## config.mk

```make
export PLATFORM = sky130hd
export DESIGN_NAME = rx_idle_timeout
export DESIGN_NICKNAME = d
export VERILOG_FILES = /design/src/rtl/rxto_pkg.sv /design/src/rtl/rxto_window_calc.sv /design/src/rtl/rxto_restart_ctl.sv /design/src/rtl/rxto_tick_counter.sv /design/src/rtl/rx_idle_timeout.sv
export SDC_FILE = /design/constraint.sdc
export NUM_CORES = 1
export LEC_CHECK = 0
export ABC_AREA = 0
export BUFFER_PORTS_ARGS = -buffer_cell sky130_fd_sc_hd__buf_2
export CAP_MARGIN = 30
export CORE_ASPECT_RATIO = 0.75
export CORE_MARGIN = 1
export CORE_UTILIZATION = 45
export DETAILED_ROUTE_END_ITERATION = 7
export MAX_ROUTING_LAYER = met4
export PLACE_DENSITY_LB_ADDON = 0.12
export SLEW_MARGIN = 20
export SYNTH_ARGS = -nofsm -noshare
export SYNTH_HDL_FRONTEND = slang
export SYNTH_HIERARCHICAL = 1
export SYNTH_SLANG_ARGS = --single-unit
```

## constraint.sdc

```tcl
create_clock -name clk -period 4.1 [get_ports clk]
set_input_delay 0.205 -clock clk [delete_from_list [all_inputs] [get_ports clk]]
set_output_delay 0.205 -clock clk [all_outputs]
set_load 0.01 [all_outputs]
```

## src/rtl/rxto_pkg.sv

```systemverilog
package rxto_pkg;

    localparam int CHARS_PER_WINDOW = 4;
    localparam int MIN_DATA_BITS    = 5;
    localparam int MAX_FRAME_BITS   = 12;
    localparam int FBITS_W          = $clog2(MAX_FRAME_BITS + 1);

    typedef struct packed {
        logic [1:0] data_len;
        logic       parity_en;
        logic       two_stop;
    } frame_cfg_t;

    typedef struct packed {
        logic push;
        logic pop;
        logic ctl_reset;
        logic disarmed;
    } restart_src_t;

    typedef enum logic [1:0] {
        TMO_IDLE    = 2'd0,
        TMO_COUNT   = 2'd1,
        TMO_EXPIRED = 2'd2
    } tmo_state_t;

    function automatic logic [FBITS_W-1:0] frame_bits(input frame_cfg_t c);
        logic [FBITS_W-1:0] n;
        n = FBITS_W'(1 + MIN_DATA_BITS + 1);
        n = n + FBITS_W'(c.data_len);
        n = n + FBITS_W'(c.parity_en);
        n = n + FBITS_W'(c.two_stop);
        return n;
    endfunction

    function automatic int window_ticks_max(input int ticks_per_bit);
        return CHARS_PER_WINDOW * MAX_FRAME_BITS * ticks_per_bit;
    endfunction

endpackage

```

## src/rtl/rxto_window_calc.sv

```systemverilog
module rxto_window_calc
    import rxto_pkg::*;
#(
    parameter int TICKS_PER_BIT = 16,
    parameter int LIM_W         = 10
) (
    input  frame_cfg_t         cfg,
    output logic [LIM_W-1:0]   window_ticks
);
    localparam int TICKS_PER_FRAME_BIT = CHARS_PER_WINDOW * TICKS_PER_BIT;

    logic [FBITS_W-1:0] fbits;

    always_comb begin
        fbits        = frame_bits(cfg);
        window_ticks = LIM_W'(fbits) * LIM_W'(TICKS_PER_FRAME_BIT);
    end
endmodule

```

## src/rtl/rxto_restart_ctl.sv

```systemverilog
module rxto_restart_ctl
    import rxto_pkg::*;
#(
    parameter int LEVEL_W   = 5,
    parameter int N_READERS = 2
) (
    input  logic [LEVEL_W-1:0]   fifo_level,
    input  logic                 push,
    input  logic [N_READERS-1:0] pop_vec,
    input  logic                 fifo_mode,
    input  logic                 rx_run,
    output restart_src_t         src,
    output logic                 restart
);
    logic [N_READERS-1:0] pop_seen;

    generate
        for (genvar g = 0; g < N_READERS; g++) begin : g_reader
            if (g == 0) begin : g_first
                assign pop_seen[g] = pop_vec[g];
            end else begin : g_rest
                assign pop_seen[g] = pop_seen[g-1] | pop_vec[g];
            end
        end
    endgenerate

    always_comb begin
        src.push      = push;
        src.pop       = pop_seen[N_READERS-1];
        src.ctl_reset = ~rx_run;
        src.disarmed  = ~fifo_mode | (fifo_level == '0);
        restart       = |src;
    end
endmodule

```

## src/rtl/rxto_tick_counter.sv

```systemverilog
module rxto_tick_counter
    import rxto_pkg::*;
#(
    parameter int LIM_W = 10
) (
    input  logic             clk,
    input  logic             rst,
    input  logic             restart,
    input  logic             bit_tick,
    input  logic [LIM_W-1:0] window_ticks,
    output logic             expired
);
    tmo_state_t       state, state_n;
    logic [LIM_W-1:0] cnt, cnt_n;
    logic [LIM_W:0]   cnt_inc;

    always_comb begin
        state_n = state;
        cnt_n   = cnt;
        cnt_inc = {1'b0, cnt} + 1'b1;
        if (restart) begin
            state_n = TMO_IDLE;
            cnt_n   = '0;
        end else begin
            unique case (state)
                TMO_IDLE, TMO_COUNT: begin
                    if (bit_tick) begin
                        cnt_n = cnt_inc[LIM_W-1:0];
                        if (cnt_inc >= {1'b0, window_ticks}) begin
                            state_n = TMO_EXPIRED;
                        end else begin
                            state_n = TMO_COUNT;
                        end
                    end
                end
                TMO_EXPIRED: begin
                    state_n = TMO_EXPIRED;
                end
                default: begin
                    state_n = TMO_IDLE;
                    cnt_n   = '0;
                end
            endcase
        end
    end

    always_ff @(posedge clk) begin
        if (rst) begin
            state <= TMO_IDLE;
            cnt   <= '0;
        end else begin
            state <= state_n;
            cnt   <= cnt_n;
        end
    end

    assign expired = (state == TMO_EXPIRED);
endmodule

```

## src/rtl/rx_idle_timeout.sv

```systemverilog
module rx_idle_timeout
    import rxto_pkg::*;
#(
    parameter int TICKS_PER_BIT = 16,
    parameter int LEVEL_W       = 5
) (
    input  logic               clk,
    input  logic               rst,
    input  logic               bit_tick,
    input  logic [1:0]         cfg_data_len,
    input  logic               cfg_parity_en,
    input  logic               cfg_two_stop,
    input  logic [LEVEL_W-1:0] fifo_level,
    input  logic               rx_push,
    input  logic               rx_pop_cpu,
    input  logic               rx_pop_dma,
    input  logic               fifo_mode,
    input  logic               rx_run,
    output logic               rx_timeout
);
    localparam int LIM_MAX   = window_ticks_max(TICKS_PER_BIT);
    localparam int LIM_W     = $clog2(LIM_MAX + 1);
    localparam int N_READERS = 2;

    frame_cfg_t           cfg;
    logic [LIM_W-1:0]     window_ticks;
    logic [N_READERS-1:0] pop_vec;
    restart_src_t         src;
    logic                 restart;

    assign cfg.data_len  = cfg_data_len;
    assign cfg.parity_en = cfg_parity_en;
    assign cfg.two_stop  = cfg_two_stop;
    assign pop_vec       = {rx_pop_dma, rx_pop_cpu};

    rxto_window_calc #(
        .TICKS_PER_BIT (TICKS_PER_BIT),
        .LIM_W         (LIM_W)
    ) u_win (
        .cfg          (cfg),
        .window_ticks (window_ticks)
    );

    rxto_restart_ctl #(
        .LEVEL_W   (LEVEL_W),
        .N_READERS (N_READERS)
    ) u_rst (
        .fifo_level (fifo_level),
        .push       (rx_push),
        .pop_vec    (pop_vec),
        .fifo_mode  (fifo_mode),
        .rx_run     (rx_run),
        .src        (src),
        .restart    (restart)
    );

    rxto_tick_counter #(
        .LIM_W (LIM_W)
    ) u_cnt (
        .clk          (clk),
        .rst          (rst),
        .restart      (restart),
        .bit_tick     (bit_tick),
        .window_ticks (window_ticks),
        .expired      (rx_timeout)
    );
endmodule

```

==> metrics.cfg <==
[global_route]
antenna_found_initial=0
met1_usage_pct=23.31
grt_overflow=0
met2_usage_pct=30.11
grtUsageTotal_pct=18.44
grt_max_degree=22
grt_use_met3_pct=2.528
grt_pass1_vias=874
grt_pass1_wl_um=3677
grt_busiest_layer=met2

[flow_run]
cap_violations=0

[pwr]
power_leakage_uw=0.0005930
vdd_drop_max_v=0.0001650
power_uw=223.8
power_density_nw_per_um2=174.9

[finish]
areaGrowthSynthToFinish_pct=6.897
drive_gt1_share_pct=15.15
final_nets=200
utilization_pct=53.28
antenna_cells=0
fin_cells=199

[min_path]
hp-class=input pin to flop

[floorplan]
die_area_um2=2873
rows=15
die_width_um=61.57
coreArea_um2=2402
io-pin-count=18
die_h_um=46.67
start_util_pct=49.84

[sta]
final-setup-viol-count=0
worst_slew_pin_slew_ns=0.6845
hold_violations=0
fmax_mhz=369.3
timing.setup.tns_ns=0
min_period_ns=2.708
slew_headroom_pct=54.30
drv_slew=0
skew_ns=0.0007295
rsz0062_at_grt=false
finalCritPeriodShare_pct=66.05

[placement]
place_inst=196
portBuffers=17
dp_hpwl_um=1756
gp_congestion=0.8045

[clock_network]
clkTransAtPathRegs_ns=0.07
numClockSinks=12
htreeDepth=1
cts_max_path_buffers=2
clk_latency_ns=0.27
ctsHoldBuffers=0
cts_setup_buffers=0
cts_tree=done
cts_buffers=3
ctsResizeCount=0
clockRootBuffer=clkbuf_4

[worst_setup_path]
crit_fanout=5
regToRegSetupSlack_ns=1.39
critPathKind=flop to flop
critPathLaunchType=flop
cp.required_ns=4.28
cp-end-kind=flop
cp.arrival_ns=2.89

[status]
status=complete, no violations

[yosys]
syn_avg_cell_area_um2=7.826
synth_cells=153
ys.warnings.count=6
syn-cell-area_um2=1197

[routing]
drc=0
routed_wl_um=2258
vias=1000
first_pass_iters=4
viasPerCell=5.025
wl_per_cell_um=11.35
antenna_left=0
drtIter0Drc=19

## path summary, 6_finish.rpt
check,endpoint,cells past startpoint,start
min reg2reg,u_cnt/cnt[9],2,u_cnt/cnt[9]
max,u_cnt/state[0],10,u_cnt/cnt[0]
max reg2reg,u_cnt/state[0],10,u_cnt/cnt[0]
min,u_cnt/cnt[9],3,rst
## routing by layer
layer | share of wire [%] | up-vias
met5 | 0 | -
met4 | 0.44 | 0
met3 | 4.5 | 2
met2 | 44 | 30
met1 | 51 | 440
li1 | - | 528
## area by class of cell
class,count,area [um^2]
Fill cell,260,1122
Clock buffer,3,22.52
Sequential cell,12,240.2
Inverter,15,56.30
Multi-Input combinational cell,118,833.3
Timing Repair Buffer,17,85.08
Tap cell,34,42.54
## stage by stage
| step | cell area (um^2) | worst slack (ns) | hold WS, ns |
|---|---|---|---|
| 6_report | 1280 | 1.392 | 0.3646 |
| 5_1_grt | 1280 | 1.147 | 0.3906 |
| 4_1_cts | 1280 | 1.410 | 0.3553 |
| 3_5_place_dp | 1257 | 1.371 | 0.5184 |
| 3_3_place_gp | 1257 | 1.478 | 0.5125 |
| 2_1_floorplan | 1216 | 1.651 | 0.4505 |
## sequential cells by signal (all words and copies together) (netlist names)
name	cells
u_cnt/cnt	10
u_cnt/state	2
## layout by cell type (no fill, tap or decap), types with 2 or more instances in the layout
cell type and instances:
a211oi_1 2, a21oi_1 13, and2_1 2, and3_1 4, buf_2 17, clkbuf_4 3
conb_1 6, dfxtp_1 12, ha_1 15, inv_1 15, nand2_1 11, nand2b_1 5
nand3_1 3, nand4_1 2, nor2_1 12, nor2b_1 2, o211ai_1 2, o21a_1 3
o21ai_0 4, xnor2_1 9, xor2_1 7
## where the power goes
| group | internal, uW | switching (uW) | total (uW) | leakage, uW |
|---|---|---|---|---|
| logic | 16.7 | 18.0 | 34.6 | 0.000483 |
| registers | 116 | 0.197 | 117 | 0.0000966 |
| clock network | 33.9 | 38.5 | 72.5 | 0.0000138 |
## critical path, stage by stage, from the launching register on
cell and delay (ns):
dfxtp_1 0.43, ha_1 0.31, and4_1 0.32, and3_1 0.22, xor2_1 0.18, ha_1 0.27, a21oi_1 0.13, nor2b_1 0.06
a311oi_1 0.33, o211ai_1 0.14, a211oi_1 0.24
Note: power is estimated with default switching activity, not from simulation.
